File: config.mk
export PLATFORM = sky130hd
export DESIGN_NAME = irq_entry_seq
export DESIGN_NICKNAME = d
export VERILOG_FILES = /design/src/rtl/irq_entry_pkg.sv /design/src/rtl/entry_step_ctr.sv /design/src/rtl/entry_bus_plan.sv /design/src/rtl/entry_vec_gather.sv /design/src/rtl/irq_entry_seq.sv
export SDC_FILE = /design/constraint.sdc
export NUM_CORES = 1
export LEC_CHECK = 0
export BUFFER_PORTS_ARGS = -buffer_cell sky130_fd_sc_hd__buf_2
export CAP_MARGIN = 40
export CORE_UTILIZATION = 30
export DETAILED_ROUTE_END_ITERATION = 12
export PLACE_DENSITY = 0.53
export SLEW_MARGIN = 5
export SYNTH_ARGS = -nofsm -noshare
export SYNTH_HDL_FRONTEND = slang
export SYNTH_SLANG_ARGS = --single-unit
File: constraint.sdc
create_clock -name clk -period 2.7 [get_ports clk]
set_clock_uncertainty 0.05 [all_clocks]
set_input_delay 0.135 -clock clk [delete_from_list [all_inputs] [get_ports clk]]
set_output_delay 0.135 -clock clk [all_outputs]
set_load 0.02 [all_outputs]
File: src/rtl/irq_entry_pkg.sv
package irq_entry_pkg;
   // flag word layout
   localparam int FLG_W    = 16;
   localparam int BIT_IE   = 6;
   localparam int BIT_SS   = 3;
   localparam int BIT_STK  = 7;
   localparam int LVL_LO   = 12;
   localparam int LVL_W    = 3;
   localparam int HWNUM_W  = 5;
   localparam int NUM_W    = 6;
   // sequence schedule (cycle index within the sequence)
   localparam int SEQ_LEN  = 20;
   localparam int P_INFO   = 0;
   localparam int P_PUSH0  = 4;
   localparam int P_PUSH1  = 6;
   localparam int P_PUSH2  = 8;
   localparam int P_PUSH3  = 10;
   localparam int P_VEC0   = 12;
   localparam int P_VEC1   = 14;
   localparam int P_VEC2   = 16;

   function automatic logic [FLG_W-1:0] entry_flags(
      input logic [FLG_W-1:0] f,
      input logic             is_sw,
      input logic [NUM_W-1:0] num,
      input logic [LVL_W-1:0] lvl);
      logic [FLG_W-1:0] r;
      r = f;
      r[BIT_IE] = 1'b0;
      r[BIT_SS] = 1'b0;
      if (!(is_sw && num[NUM_W-1])) r[BIT_STK] = 1'b0;
      r[LVL_LO +: LVL_W] = lvl;
      return r;
   endfunction
endpackage

File: src/rtl/entry_step_ctr.sv
module entry_step_ctr #(
   parameter int SEQ_LEN = 20,
   localparam int CW = $clog2(SEQ_LEN)
) (
   input  logic          clk,
   input  logic          rst_n,
   input  logic          start,
   output logic          busy,
   output logic [CW-1:0] cnt,
   output logic          last
);
   assign last = busy && (cnt == CW'(SEQ_LEN - 1));

   always_ff @(posedge clk) begin
      if (!rst_n) begin
         busy <= 1'b0;
         cnt  <= '0;
      end else if (start) begin
         busy <= 1'b1;
         cnt  <= '0;
      end else if (busy) begin
         if (last) begin
            busy <= 1'b0;
            cnt  <= '0;
         end else begin
            cnt <= cnt + 1'b1;
         end
      end
   end
endmodule

File: src/rtl/entry_bus_plan.sv
module entry_bus_plan
   import irq_entry_pkg::*;
#(
   parameter int ADDR_W = 20,
   parameter int CW     = 5
) (
   input  logic              busy,
   input  logic [CW-1:0]     cnt,
   input  logic              info_en,
   input  logic [ADDR_W-1:0] sp,
   input  logic [ADDR_W-1:0] vec,
   input  logic [FLG_W-1:0]  flg,
   input  logic [ADDR_W-1:0] pc,
   output logic [ADDR_W-1:0] addr,
   output logic              rd,
   output logic              wr,
   output logic [7:0]        wdata
);
   always_comb begin
      rd    = 1'b0;
      wr    = 1'b0;
      addr  = '0;
      wdata = '0;
      if (busy) begin
         case (int'(cnt))
            P_INFO:  rd = info_en;
            P_PUSH0: begin wr = 1'b1; addr = sp - ADDR_W'(2); wdata = flg[7:0]; end
            P_PUSH1: begin wr = 1'b1; addr = sp - ADDR_W'(1); wdata = {flg[15:12], pc[19:16]}; end
            P_PUSH2: begin wr = 1'b1; addr = sp - ADDR_W'(4); wdata = pc[7:0]; end
            P_PUSH3: begin wr = 1'b1; addr = sp - ADDR_W'(3); wdata = pc[15:8]; end
            P_VEC0:  begin rd = 1'b1; addr = vec; end
            P_VEC1:  begin rd = 1'b1; addr = vec + ADDR_W'(1); end
            P_VEC2:  begin rd = 1'b1; addr = vec + ADDR_W'(2); end
            default: ;
         endcase
      end
   end
endmodule

File: src/rtl/entry_vec_gather.sv
module entry_vec_gather #(
   parameter int ADDR_W = 20,
   parameter int CW     = 5,
   parameter int FIRST  = 12,
   localparam int NB    = (ADDR_W + 7) / 8
) (
   input  logic              clk,
   input  logic              rst_n,
   input  logic              busy,
   input  logic [CW-1:0]     cnt,
   input  logic [7:0]        rdata,
   output logic [ADDR_W-1:0] pc
);
   for (genvar b = 0; b < NB; b++) begin : g_byte
      localparam int W = (b == NB - 1) ? (ADDR_W - 8 * b) : 8;
      logic [W-1:0] part;
      always_ff @(posedge clk) begin
         if (!rst_n)                                    part <= '0;
         else if (busy && cnt == CW'(FIRST + 2 * b))    part <= rdata[W-1:0];
      end
      assign pc[8*b +: W] = part;
   end
endmodule

File: src/rtl/irq_entry_seq.sv
module irq_entry_seq
   import irq_entry_pkg::*;
#(
   parameter int              ADDR_W   = 20,
   parameter logic [19:0]     VEC_BASE = 20'hFFD00
) (
   input  logic              clk,
   input  logic              rst_n,
   input  logic              hw_req,
   input  logic              susp_ok,
   input  logic              instr_done,
   input  logic              sw_req,
   input  logic [5:0]        sw_num,
   input  logic [15:0]       flg_in,
   input  logic [19:0]       pc_in,
   input  logic [19:0]       sp_in,
   input  logic [7:0]        rdata,
   output logic [19:0]       addr,
   output logic              rd,
   output logic              wr,
   output logic [7:0]        wdata,
   output logic              busy,
   output logic              clr,
   output logic [4:0]        clr_num,
   output logic              done,
   output logic [19:0]       pc_out,
   output logic [15:0]       flg_out,
   output logic [19:0]       sp_out
);
   localparam int CW = $clog2(SEQ_LEN);

   if (ADDR_W != 20) begin : g_bad_addr
      $error("irq_entry_seq: stack frame layout needs ADDR_W of 20");
   end
   if (VEC_BASE[1:0] != 2'b00) begin : g_bad_base
      $error("irq_entry_seq: VEC_BASE must be 4-byte aligned");
   end
   if (HWNUM_W + LVL_W != 8) begin : g_bad_info
      $error("irq_entry_seq: information byte must hold level and number");
   end

   logic              take_sw, take_hw, start;
   logic [CW-1:0]     cnt;
   logic              is_sw_q;
   logic [NUM_W-1:0]  num_q;
   logic [LVL_W-1:0]  lvl_q;
   logic [FLG_W-1:0]  flg_q;
   logic [19:0]       pc_q, sp_q, vec;

   assign take_sw = sw_req && instr_done;
   assign take_hw = !take_sw && hw_req && flg_in[BIT_IE] && (instr_done || susp_ok);
   assign start   = !busy && (take_sw || take_hw);

   entry_step_ctr #(.SEQ_LEN(SEQ_LEN)) u_ctr (
      .clk(clk), .rst_n(rst_n), .start(start),
      .busy(busy), .cnt(cnt), .last(done));

   always_ff @(posedge clk) begin
      if (!rst_n) begin
         is_sw_q <= 1'b0;
         num_q   <= '0;
         lvl_q   <= '0;
         flg_q   <= '0;
         pc_q    <= '0;
         sp_q    <= '0;
         clr     <= 1'b0;
      end else begin
         clr <= busy && (cnt == CW'(P_INFO)) && !is_sw_q;
         if (start) begin
            is_sw_q <= take_sw;
            num_q   <= take_sw ? sw_num : '0;
            lvl_q   <= flg_in[LVL_LO +: LVL_W];
            flg_q   <= flg_in;
            pc_q    <= pc_in;
            sp_q    <= sp_in;
         end else if (busy && cnt == CW'(P_INFO) && !is_sw_q) begin
            num_q <= {1'b0, rdata[HWNUM_W-1:0]};
            lvl_q <= rdata[7 -: LVL_W];
         end
      end
   end

   assign vec     = VEC_BASE + {12'd0, num_q, 2'b00};
   assign clr_num = num_q[HWNUM_W-1:0];

   entry_bus_plan #(.ADDR_W(20), .CW(CW)) u_bus (
      .busy(busy), .cnt(cnt), .info_en(!is_sw_q),
      .sp(sp_q), .vec(vec), .flg(flg_q), .pc(pc_q),
      .addr(addr), .rd(rd), .wr(wr), .wdata(wdata));

   entry_vec_gather #(.ADDR_W(20), .CW(CW), .FIRST(P_VEC0)) u_gather (
      .clk(clk), .rst_n(rst_n), .busy(busy), .cnt(cnt),
      .rdata(rdata), .pc(pc_out));

   assign flg_out = entry_flags(flg_q, is_sw_q, num_q, lvl_q);
   assign sp_out  = sp_q - 20'd4;
endmodule

==> flow_summary.ini <==
[outcome]
status = finished, violations left
violations = setup timing

[power_and_ir_drop]
combPwrFrac_pct = 27.6
p_per_area_nw_per_um2 = 505
cell_internal_pwr_mw = 2.64
switchingPower_mw = 1.31
p_seq_share_pct = 38.4
leakage_nw = 3.34
netSwitchingFraction_pct = 33.3
p_clk_share_pct = 34.0
peakVddDrop_v = 0.000301

[clock_network]
cts_tree = done
cts.path.max_buffers = 2
clock-sinks = 93
htree_levels = 3
cts-root-buf = clkbuf_16
cts_buffers = 9
clk_pin_slew_ps = 70
clock_latency_ps = 350

[logic_synthesis]
yosysSeqAreaShare_pct = 34.0
ys_ff_latch = 93
synthArstFlopShare_pct = 0
synth_cells = 722
synth_edf_count = 0
ys.flop_type = dfxtp_1
synth_cell_types = 63
yosysTopAreaCell = dfxtp_1
syn_avg_cell_area_um2 = 7.58
synth_area_leaders = dfxtp_1 (34%), nand2_1 (11%), a21oi_1 (7.4%), mux2i_1 (4.4%), a21boi_0 (3.2%)
yosys.area.top_type_share_pct = 34.0
ys_warn_count = 0
synth_common_cells = nand2_1 (160), dfxtp_1 (93), a21oi_1 (81)
yosysMostFrequentCell = nand2_1
netlist_area_um2 = 5470

[detailed_routing]
wl_per_cell_um = 16.6
viasPerCell = 5.04
firstDrtPassIters = 6
drt_iter0_drc = 364
routed_wirelength_mm = 19.3
drc = 0
route.antenna.remaining_nets = 0
num_vias = 5859

[hold_path]
hp-class = in2reg

[finish]
final_core_util_pct = 43.7
area_growth_pct = 42.8
n_fill_cell = 1868
final_cells = 1162
num-nets-final = 1011
diodes = 0
drive_above_1_share_pct = 32.4

[global_route]
grt_max_degree = 42
antenna_found_initial = 0
grt_pass1_wl_mm = 30.1
first_global_vias = 5664
grt_use_total_pct = 20.7
gr-total-overflow = 0

[floorplan]
die_w_um = 137
fp-row-count = 49
start_util_pct = 30.6
dieArea_um2 = 18800
dieHeight_um = 137
core-area_um2 = 17900
pin_count = 170

[timing]
slew_violations = 0
rsz0062_at_grt = true
setup_violations = 1
worst_pin_slew_ps = 708
max_freq_mhz = 370
hold_violations = 0
fin_crit_ps = 2700
hold_ws_ps = 4.97
relSlewSlack_pct = 52.4
finalWorstSetupSlack_ps = -3.86
post-route-period-util_pct = 100
fin_tns_setup_ps = -3.86

[setup_path]
cp_data_arrival_time_ps = 2520
endpoint_kind = primary output
crit_type = reg2out
rrSetupSlack_ps = 580
cp-startpoint = u_ctr.cnt[0]
r2r-end = u_gather.g_byte[0].part[6]
startpoint_type = flip-flop
reg2regPathDepth = 7
crit_required_ps = 2520
reg2reg_from = u_ctr.cnt[1]
crit_path_end = addr[11]
crit_fanout = 4

[run]
cap_violations = 0

[placement]
place_congestion = 0.880
portBuffers = 167
hpwlAfterDp_mm = 13.8
dp.cells = 1083
## sequential cells by signal, indices dropped and copies added (netlist names)
| signal | cells |
|---|---|
| clr | 1 |
| flg_q | 16 |
| is_sw_q | 1 |
| lvl_q | 3 |
| num_q | 6 |
| pc_q | 20 |
| sp_q | 20 |
| u_ctr.busy | 1 |
| u_ctr.cnt | 5 |
| u_gather.g_byte.part | 20 |
## worst max-delay path, cell delays in order, from the launching register on
cell and delay, ps:
dfxtp_2 330, inv_2 50, ha_4 140, and3b_2 230
inv_4 80, ha_4 210, a21oi_4 200, and3_4 240
o221ai_1 150, a221oi_2 230, o22ai_1 130, buf_2 170
## power groups by stage
stage / sequential [mW] / combinational [mW] / clock (mW)
global route: 1.53 / 1.19 / 1.42
global placement: 1.55 / 0.957 / 0
CTS: 1.52 / 1.07 / 1.37
finish: 1.52 / 1.09 / 1.34
floorplan: 1.52 / 0.672 / 0
detailed placement: 1.55 / 0.955 / 0
## per-stage QoR
step	power (mW)	area [um^2]	worst slack (ps)
floorplan	2.19	5510	36.9
finish	3.95	7820	-3.86
CTS	3.96	7600	-15.0
global placement	2.50	6570	72.7
global route	4.14	7820	-83.6
detailed placement	2.50	6570	38.2
## cells by family after synthesis
kind of cell,share of synthesized area (%)
mux,4.39
xor+xnor,4.48
buf+inv,8.75
simple gates,25.6
fa+ha+maj,1.74
flops,34.0
other cells,0.0685
compound gates,21.0
## cells in the final DEF, fill, tap and decap left out, types with 5 or more instances in the layout
cell / n
nor2_1: 31
o21ai_0: 21
nand4_1: 7
and3_1: 6
a31oi_1: 6
mux2i_1: 24
nor4_1: 7
buf_2: 156
nor3_1: 8
a21boi_0: 23
inv_1: 10
clkbuf_16: 9
nand2_1: 157
a21oi_1: 71
nand2b_1: 5
dlygate4sd3_1: 54
nor2b_1: 24
xor2_1: 11
buf_4: 55
a222oi_1: 9
dfxtp_1: 90
buf_6: 8
a21oi_2: 9
xnor2_1: 16
a22oi_1: 6
nand3_1: 6
## metal layers
layer,global-route usage (%),wire [um],up-vias
li1,-,-,2892
met1,26.7,8630,2743
met2,33.7,9110,191
met3,3.81,1120,33
met4,8.67,481,0
met5,0,0,-
## cell type report
type	count	area, um^2	share of cell area [%]
multi-input combinational	536	3460	44.3
clock inverter	7	81.3	1.04
tap	229	287	3.66
sequential	93	1870	23.9
timing repair buffer	274	1840	23.6
inverter	14	55.1	0.704
clock buffer	9	225	2.88
## how the worst min path moves through the flow
stage	slack (ps)	from	to	depth (start not counted)
after floorplan	220	sw_num[0]	num_q[0]	2
after global placement	330	flg_in[3]	flg_q[3]	3
after detailed placement	330	pc_in[4]	pc_q[4]	3
after CTS	0.2	sp_in[7]	sp_q[7]	3
after global routing	10	sp_in[7]	sp_q[7]	3
final	5	sp_in[7]	sp_q[7]	3
## what timing repair did
action                                  4_1_cts  5_1_grt
buffers inserted                              4        6
hold buffers                                 54        0
hold endpoints to repair                     54        0
gates resized for setup                      37       41
endpoints found under the setup margin       16       18
pin swaps                                     9       13
(Power assumes the default switching activity.)
